`src/rtl/tmon_pkg.sv`:
```
package tmon_pkg;

    localparam int MW = 16;   // measured/required field width
    localparam int KW = 3;    // kind code width
    localparam int NK = 4;    // number of violation kinds

    typedef enum logic [KW-1:0] {
        VK_SETUP = 3'd0,
        VK_HOLD  = 3'd1,
        VK_HIGH  = 3'd2,
        VK_LOW   = 3'd3
    } viol_kind_e;

    // one tick's worth of detected violations, indexed by kind code
    typedef struct packed {
        logic [NK-1:0]         hit;
        logic [NK-1:0][MW-1:0] meas;
    } viol_ev_t;

endpackage

```
`src/rtl/tmon_dlyfilt.sv`:
```
module tmon_dlyfilt #(
    parameter int DELAY = 0,
    parameter int SPIKE = 0
) (
    input  logic clk,
    input  logic rst_n,
    input  logic din,
    output logic dout
);
    localparam int HOLD_N = (SPIKE < 1) ? 1 : SPIKE;
    localparam int CW     = $clog2(HOLD_N + 1);

    logic dly;

    generate
        if (DELAY == 0) begin : g_nodly
            assign dly = din;
        end else begin : g_dly
            logic [DELAY-1:0] sh_d, sh_q;
            always_comb sh_d = (sh_q << 1) | DELAY'(din);
            always_ff @(posedge clk or negedge rst_n) begin
                if (!rst_n) sh_q <= '0;
                else        sh_q <= sh_d;
            end
            assign dly = sh_q[DELAY-1];
        end
    endgenerate

    typedef struct packed {
        logic          lvl;
        logic [CW-1:0] cnt;
    } flt_t;

    flt_t flt_d, flt_q;

    always_comb begin
        flt_d = flt_q;
        if (dly == flt_q.lvl) begin
            flt_d.cnt = '0;
        end else if (flt_q.cnt == CW'(HOLD_N - 1)) begin
            flt_d.lvl = dly;
            flt_d.cnt = '0;
        end else begin
            flt_d.cnt = flt_q.cnt + CW'(1);
        end
    end

    always_ff @(posedge clk or negedge rst_n) begin
        if (!rst_n) flt_q <= '0;
        else        flt_q <= flt_d;
    end

    assign dout = flt_q.lvl;

    // the filtered level only moves to a value the delayed line already held
    a_r2_follows_delayed: assert property (@(posedge clk) disable iff (!rst_n)
        (dout != $past(dout)) |-> ($past(dly) == dout));

    generate
        if (HOLD_N >= 2) begin : g_spike_chk
            // a change needs at least two stable ticks when filtering is on
            a_r2_two_stable: assert property (@(posedge clk) disable iff (!rst_n)
                (dout != $past(dout)) |-> ($past(dly, 2) == dout));
        end
    endgenerate

endmodule

```
`src/rtl/tmon_window.sv`:
```
module tmon_window
    import tmon_pkg::*;
#(
    parameter int T_SETUP = 0,
    parameter int T_HOLD  = 0,
    parameter int T_HIGH  = 0,
    parameter int T_LOW   = 0
) (
    input  logic     clk,
    input  logic     rst_n,
    input  logic     ck,
    input  logic     dt,
    output viol_ev_t ev
);
    typedef struct packed {
        logic          cp;
        logic          dp;
        logic [MW-1:0] age;
        logic [MW-1:0] pw;
        logic [MW-1:0] hcnt;
        logic          hopen;
    } win_t;

    win_t st_d, st_q;
    logic fall, rise, dchg;
    logic [MW-1:0] su_el, pw_el, hk;

    function automatic logic [MW-1:0] sat_inc(input logic [MW-1:0] v);
        return (v == '1) ? v : v + MW'(1);
    endfunction

    always_comb begin
        fall  = st_q.cp & ~ck;
        rise  = ~st_q.cp & ck;
        dchg  = dt ^ st_q.dp;
        su_el = dchg ? '0 : sat_inc(st_q.age);
        pw_el = sat_inc(st_q.pw);
        hk    = sat_inc(st_q.hcnt);

        ev   = '0;
        st_d = st_q;

        if (T_SETUP > 0 && fall && su_el < MW'(T_SETUP)) begin
            ev.hit[VK_SETUP]  = 1'b1;
            ev.meas[VK_SETUP] = su_el;
        end
        if (T_HIGH > 0 && fall && pw_el < MW'(T_HIGH)) begin
            ev.hit[VK_HIGH]  = 1'b1;
            ev.meas[VK_HIGH] = pw_el;
        end
        if (T_LOW > 0 && rise && pw_el < MW'(T_LOW)) begin
            ev.hit[VK_LOW]  = 1'b1;
            ev.meas[VK_LOW] = pw_el;
        end

        if (st_q.hopen) begin
            st_d.hcnt = hk;
            if (dchg && hk < MW'(T_HOLD)) begin
                ev.hit[VK_HOLD]  = 1'b1;
                ev.meas[VK_HOLD] = hk;
                st_d.hopen       = 1'b0;
            end else if (hk >= MW'(T_HOLD)) begin
                st_d.hopen = 1'b0;
            end
        end
        if (T_HOLD > 0 && fall) begin
            st_d.hopen = 1'b1;
            st_d.hcnt  = '0;
        end

        st_d.cp  = ck;
        st_d.dp  = dt;
        st_d.age = dchg ? '0 : sat_inc(st_q.age);
        st_d.pw  = (fall | rise) ? '0 : pw_el;
    end

    always_ff @(posedge clk or negedge rst_n) begin
        if (!rst_n) begin
            st_q       <= '0;
            st_q.age   <= '1;
            st_q.pw    <= '1;
        end else begin
            st_q <= st_d;
        end
    end

    // a saturated age stays saturated while data is quiet
    a_r11_age_saturates: assert property (@(posedge clk) disable iff (!rst_n)
        (st_q.age == '1 && dt == st_q.dp) |=> (st_q.age == '1));

    // a saturated phase counter stays saturated between clock edges
    a_r11_width_saturates: assert property (@(posedge clk) disable iff (!rst_n)
        (st_q.pw == '1 && ck == st_q.cp) |=> (st_q.pw == '1));

    generate
        if (T_HOLD > 0) begin : g_hold_chk
            // an open hold window never outlives its length
            a_r5_window_bound: assert property (@(posedge clk) disable iff (!rst_n)
                st_q.hopen |-> (st_q.hcnt < MW'(T_HOLD)));
        end
    endgenerate

endmodule

```
`src/rtl/tmon_report.sv`:
```
module tmon_report
    import tmon_pkg::*;
#(
    parameter int T_SETUP = 0,
    parameter int T_HOLD  = 0,
    parameter int T_HIGH  = 0,
    parameter int T_LOW   = 0
) (
    input  logic          clk,
    input  logic          rst_n,
    input  viol_ev_t      ev,
    output logic          vld,
    output logic [KW-1:0] kind,
    output logic [MW-1:0] meas,
    output logic [MW-1:0] req
);
    localparam logic [NK-1:0][MW-1:0] REQS =
        {MW'(T_LOW), MW'(T_HIGH), MW'(T_HOLD), MW'(T_SETUP)};

    typedef struct packed {
        logic [NK-1:0]         pend;
        logic [NK-1:0][MW-1:0] pm;
        logic                  vld;
        logic [KW-1:0]         kind;
        logic [MW-1:0]         meas;
        logic [MW-1:0]         req;
    } rep_t;

    rep_t rp_d, rp_q;
    logic [NK-1:0]         all;
    logic [NK-1:0][MW-1:0] mv;
    logic [KW-1:0]         sel;

    always_comb begin
        all = rp_q.pend | ev.hit;
        for (int i = 0; i < NK; i++) begin
            mv[i] = ev.hit[i] ? ev.meas[i] : rp_q.pm[i];
        end
        sel = '0;
        for (int i = NK - 1; i >= 0; i--) begin
            if (all[i]) sel = KW'(i);
        end

        rp_d      = rp_q;
        rp_d.pm   = mv;
        rp_d.vld  = |all;
        rp_d.kind = sel;
        rp_d.meas = mv[sel[1:0]];
        rp_d.req  = REQS[sel[1:0]];
        rp_d.pend = all;
        if (|all) rp_d.pend[sel[1:0]] = 1'b0;
    end

    always_ff @(posedge clk or negedge rst_n) begin
        if (!rst_n) rp_q <= '0;
        else        rp_q <= rp_d;
    end

    assign vld  = rp_q.vld;
    assign kind = rp_q.kind;
    assign meas = rp_q.meas;
    assign req  = rp_q.req;

    // a report always shows measured below required
    a_r8_meas_below_req: assert property (@(posedge clk) disable iff (!rst_n)
        vld |-> (meas < req));

    // only the four defined codes appear
    a_r8_kind_range: assert property (@(posedge clk) disable iff (!rst_n)
        vld |-> (kind < KW'(NK)));

    // a detected violation is reported on the following cycle at the latest
    a_r9_no_gap: assert property (@(posedge clk) disable iff (!rst_n)
        (|ev.hit) |=> vld);

    // a backlog keeps the report stream going
    a_r9_backlog_drains: assert property (@(posedge clk) disable iff (!rst_n)
        (rp_q.pend != '0) |=> vld);

endmodule

```
`src/rtl/edge_timing_monitor.sv`:
```
module edge_timing_monitor
    import tmon_pkg::*;
#(
    parameter int WD_CLK  = 20,
    parameter int WD_DAT  = 10,
    parameter int SPIKE   = 5,
    parameter int T_SETUP = 50,
    parameter int T_HOLD  = 75,
    parameter int T_HIGH  = 300,
    parameter int T_LOW   = 500
) (
    input  logic        clk,
    input  logic        rst_n,
    input  logic        mon_clk_i,
    input  logic        mon_dat_i,
    output logic        viol_vld_o,
    output logic [2:0]  viol_kind_o,
    output logic [15:0] viol_meas_o,
    output logic [15:0] viol_req_o
);
    logic     ck_f, dt_f;
    viol_ev_t ev;

    tmon_dlyfilt #(.DELAY(WD_CLK), .SPIKE(SPIKE)) u_ck_path (
        .clk(clk), .rst_n(rst_n), .din(mon_clk_i), .dout(ck_f));

    tmon_dlyfilt #(.DELAY(WD_DAT), .SPIKE(SPIKE)) u_dt_path (
        .clk(clk), .rst_n(rst_n), .din(mon_dat_i), .dout(dt_f));

    tmon_window #(
        .T_SETUP(T_SETUP), .T_HOLD(T_HOLD), .T_HIGH(T_HIGH), .T_LOW(T_LOW)
    ) u_window (
        .clk(clk), .rst_n(rst_n), .ck(ck_f), .dt(dt_f), .ev(ev));

    tmon_report #(
        .T_SETUP(T_SETUP), .T_HOLD(T_HOLD), .T_HIGH(T_HIGH), .T_LOW(T_LOW)
    ) u_report (
        .clk(clk), .rst_n(rst_n), .ev(ev),
        .vld(viol_vld_o), .kind(viol_kind_o),
        .meas(viol_meas_o), .req(viol_req_o));

    // nothing is reported in the cycle reset is released
    a_r12_quiet_after_reset: assert property (@(posedge clk)
        $rose(rst_n) |-> !viol_vld_o);

endmodule

```
`config.mk`:
```
export PLATFORM = sky130hd
export DESIGN_NAME = edge_timing_monitor
export DESIGN_NICKNAME = d
export VERILOG_FILES = /design/src/rtl/tmon_pkg.sv /design/src/rtl/tmon_dlyfilt.sv /design/src/rtl/tmon_window.sv /design/src/rtl/tmon_report.sv /design/src/rtl/edge_timing_monitor.sv
export SDC_FILE = /design/constraint.sdc
export NUM_CORES = 1
export LEC_CHECK = 0
export ABC_AREA = 1
export BUFFER_PORTS_ARGS = -buffer_cell sky130_fd_sc_hd__buf_2
export CAP_MARGIN = 0
export CORE_MARGIN = 2
export CORE_UTILIZATION = 30
export DETAILED_ROUTE_END_ITERATION = 7
export PLACE_DENSITY = 0.46
export SLEW_MARGIN = 20
export SYNTH_ARGS = -nofsm -noshare
export SYNTH_HDL_FRONTEND = slang
export SYNTH_SLANG_ARGS = --single-unit
```
`constraint.sdc`:
```
create_clock -name clk -period 3.6 [get_ports clk]
set_input_delay 0.18 -clock clk [delete_from_list [all_inputs] [get_ports clk]]
set_output_delay 0.18 -clock clk [all_outputs]
set_load 0.01 [all_outputs]
```
==> impl_metrics.tcl <==
set metrics [dict create \
    ys_types 41 \
    cts_tree "done" \
    r2r_end "u_report.rp_q[101]" \
    n_antenna_cell 0 \
    cts_buffers 17 \
    drive_above_1_share_pct 15.2 \
    r2r_slack_ns 0.41 \
    yosys-top-cells-area "dfrtp_1 42%, nand2_1 10%, dfstp_2 9.4%" \
    cp-end-kind "register" \
    cp-endpoint "u_report.rp_q[101]" \
    vdd_ir_drop_max_v 0.000341 \
    ioPinCount 40 \
    drc 0 \
    wl_per_cell_um 13.3 \
    area_growth_pct 11.6 \
    layout_common_cells "251 x nand2_1, 178 x inv_1, 150 x dfrtp_1, 123 x nand3_1, 93 x nor2_1" \
    h-tree-depth 4 \
    r2r_start "u_window.st_q[17]" \
    drt-total-wl_um 19900 \
    die_y_um 177 \
    fin_util_pct 33.9 \
    dp_hpwl_um 13700 \
    initial_utilization_pct 30.4 \
    synth_top_area_cell "dfrtp_1" \
    clk_latency_ns 0.44 \
    critPathMaxFanout 20 \
    grt_pass1_vias 6529 \
    firstDrtPassIters 5 \
    slew_violations 0 \
    synthCells 1078 \
    routabilityCongestion 0.834 \
    synth_simple_gate_area_share_pct 27.9 \
    die_area_um2 31300 \
    placed_cells 1461 \
    synth_top_family_by_area "simple AND/OR/NAND/NOR gates" \
    min_period_ns 3.19 \
    grt.overflow.total 0 \
    yosys_register_bits 182 \
    grt_max_degree 83 \
    worstMarginPinSlew_ns 0.730 \
    synth_area_um2 8970 \
    synth_compound_area_share_pct 4.28 \
    required_ns 3.97 \
    worstSetupStartpointType "register" \
    leakagePower_nw 5.31 \
    crit_arrival_ns 3.57 \
    startpoint "u_window.st_q[17]" \
    yosysWarningCount 0 \
    stdcell_count 1498 \
    drtAntennaViolNets 0 \
    max_freq_mhz 313 \
    path_clk_slew_ns 0.08 \
    yosysSeqAreaShare_pct 51.2 \
    grt_usage_pct 13.7 \
    grt_antenna_before_repair 0 \
    period_share_pct 88.7 \
    portBuffers 31 \
    cts_buffer_depth 2 \
    nFillCells 3142 \
    multiInputGateArea_um2 3260 \
    mostFrequentLayoutCell "nand2_1" \
    tns_ns 0 \
    grt_pass1_wl_um 34000 \
    synth_area_per_cell_um2 8.32 \
    crit_type "reg -> reg" \
    core_um2 29600 \
    synth-xor-area-share_pct 1.66 \
    finClkSkew_ns 0.0183 \
    rsz0062_at_grt "false" \
    layout.nets 1113 \
    drv_cap 0 \
    slew_headroom_pct 51.4 \
    clkSinkCount 182 \
    hp-class "in -> async" \
    initialDrtViolationCount 358 \
    synth_mux_area_share_pct 0.125 \
    netlist.area_leader.share_pct 41.8 \
    die_w_um 177 \
    power_density_nw_per_um2 758 \
    worstRegToRegCells 18 \
    hold_viol_final 0 \
    vias_per_cell 4.36 \
    setup_violations 0 \
    synthAdderAreaFrac_pct 1.95 \
    vias 6524 \
    power_mw 7.58 \
    num_rows 63 \
    ff_latch_area_um2 4590 \
    cts_root_buf "clkbuf_16" \
    status "finished, final reports clean" \
]
[layer usage]
| layer | wire (µm) | part of all wire (%) | up-vias | global-route usage [%] |
|---|---|---|---|---|
| met3 | 584 | 2.9 | 17 | 2.30 |
| met5 | 0 | 0 | - | 0 |
| met4 | 271 | 1.4 | 0 | 3.93 |
| li1 | - | - | 3344 | - |
| met1 | 10200 | 51 | 3069 | 19.6 |
| met2 | 8890 | 45 | 94 | 21.3 |
[kinds of logic (layout without fill, tap and decap cells)]
logic type | count (synthesis) | in the layout
buffers and inverters | 249 | 272
other | 1 | 8
adders and majority gates | 14 | 14
DFF | 182 | 182
muxes | 1 | 1
and+or+nand+nor | 543 | 543
xor gates and xnor gates | 17 | 17
AOI/OAI and AO/OA | 71 | 71
[cells in the mapped netlist]
cell type,n
o211ai_1,1
nor2_1,93
a31o_2,3
nand3_4,2
clkinv_1,2
dfrtp_1,150
conb_1,1
or2_2,1
xor2_1,11
inv_2,8
a31oi_1,1
nor2_8,1
nor2_4,8
ha_1,14
nor2_2,8
xnor2_1,6
buf_1,1
a21oi_2,1
buf_2,4
nand2_2,11
buf_4,39
clkbuf_1,8
mux2_2,1
dfstp_2,32
nor3_1,6
nand4_1,27
o21ai_0,34
nand3_2,4
nor3_4,1
buf_6,7
clkinv_4,1
nand3_1,123
o21ai_1,6
inv_1,178
o22ai_1,2
nand2_1,251
a21oi_1,20
nand3b_1,1
nand2_4,6
o21bai_1,3
inv_6,1
[worst min path at each step]
stage	startpoint	to	slack [ns]	cells after the start
6_report	rst_n	u_dt_path.flt_q[0]	0.35	2
5_1_grt	u_ck_path.g_dly.sh_q[18]	u_ck_path.g_dly.sh_q[19]	0.36	0
4_1_cts	u_ck_path.g_dly.sh_q[7]	u_ck_path.g_dly.sh_q[8]	0.36	0
3_5_place_dp	rst_n	u_dt_path.flt_q[0]	0.29	1
3_3_place_gp	mon_clk_i	u_ck_path.g_dly.sh_q[0]	0.29	1
2_1_floorplan	rst_n	u_ck_path.dout	-0.12	0
[flip-flops by register name (all words and copies together) (netlist names)]
signal	count
u_dt_path.flt_q	3
u_ck_path.g_dly.sh_q	20
u_report.meas	16
u_dt_path.g_dly.sh_q	10
u_report.kind	1
u_report.rp_q	68
u_report.vld	1
u_dt_path.dout	1
u_ck_path.flt_q	3
u_report.req	7
u_ck_path.dout	1
u_window.st_q	51
[worst max-delay path: stages, from the launching register on]
cell and delay [ns]:
dfstp_2 0.57, ha_1 0.30, nand2_2 0.12, nor2_4 0.15, nand2_2 0.10, nor2_4 0.23, inv_2 0.17, nand3_1 0.11
inv_1 0.04, nand2_1 0.05, nand2_1 0.06, nand3_2 0.11, nand2_4 0.12, nand2_2 0.11, nor2_4 0.06, nor2_8 0.33
inv_6 0.16, ha_1 0.24, nor2_1 0.09
[stage by stage]
step                      hold slack (ns)  setup WS [ns]  area (µm²)
final                               0.351          0.406       10000
after global routing                0.359         0.0780       10000
after CTS                           0.356          0.222       10000
after detailed placement            0.286          0.246        9340
after global placement              0.289          0.334        9340
after floorplan                    -0.116          0.761        9000
[final cells by class]
cell class	count	share of cell area, %
tap	390	4.87
clock inverter	15	1.96
inverter	190	7.22
multi-input combinational	654	32.5
clock buffer	17	4.25
timing repair buffer	50	3.26
sequential	182	45.9
[what timing repair did]
item	4_1_cts	5_1_grt
gates resized for setup	0	0
setup endpoints to repair	0	20
setup buffers	0	2
hold buffers	3	0
endpoints found under the hold margin	70	0
[power by group]
group          switching (mW)  leakage [nW]  internal, mW
Sequential              0.215          2.25          2.47
Combinational            2.04          2.76         0.919
Clock                   0.976         0.298         0.959
Total                    3.23          5.31          4.35
(Power assumes the default switching activity.)
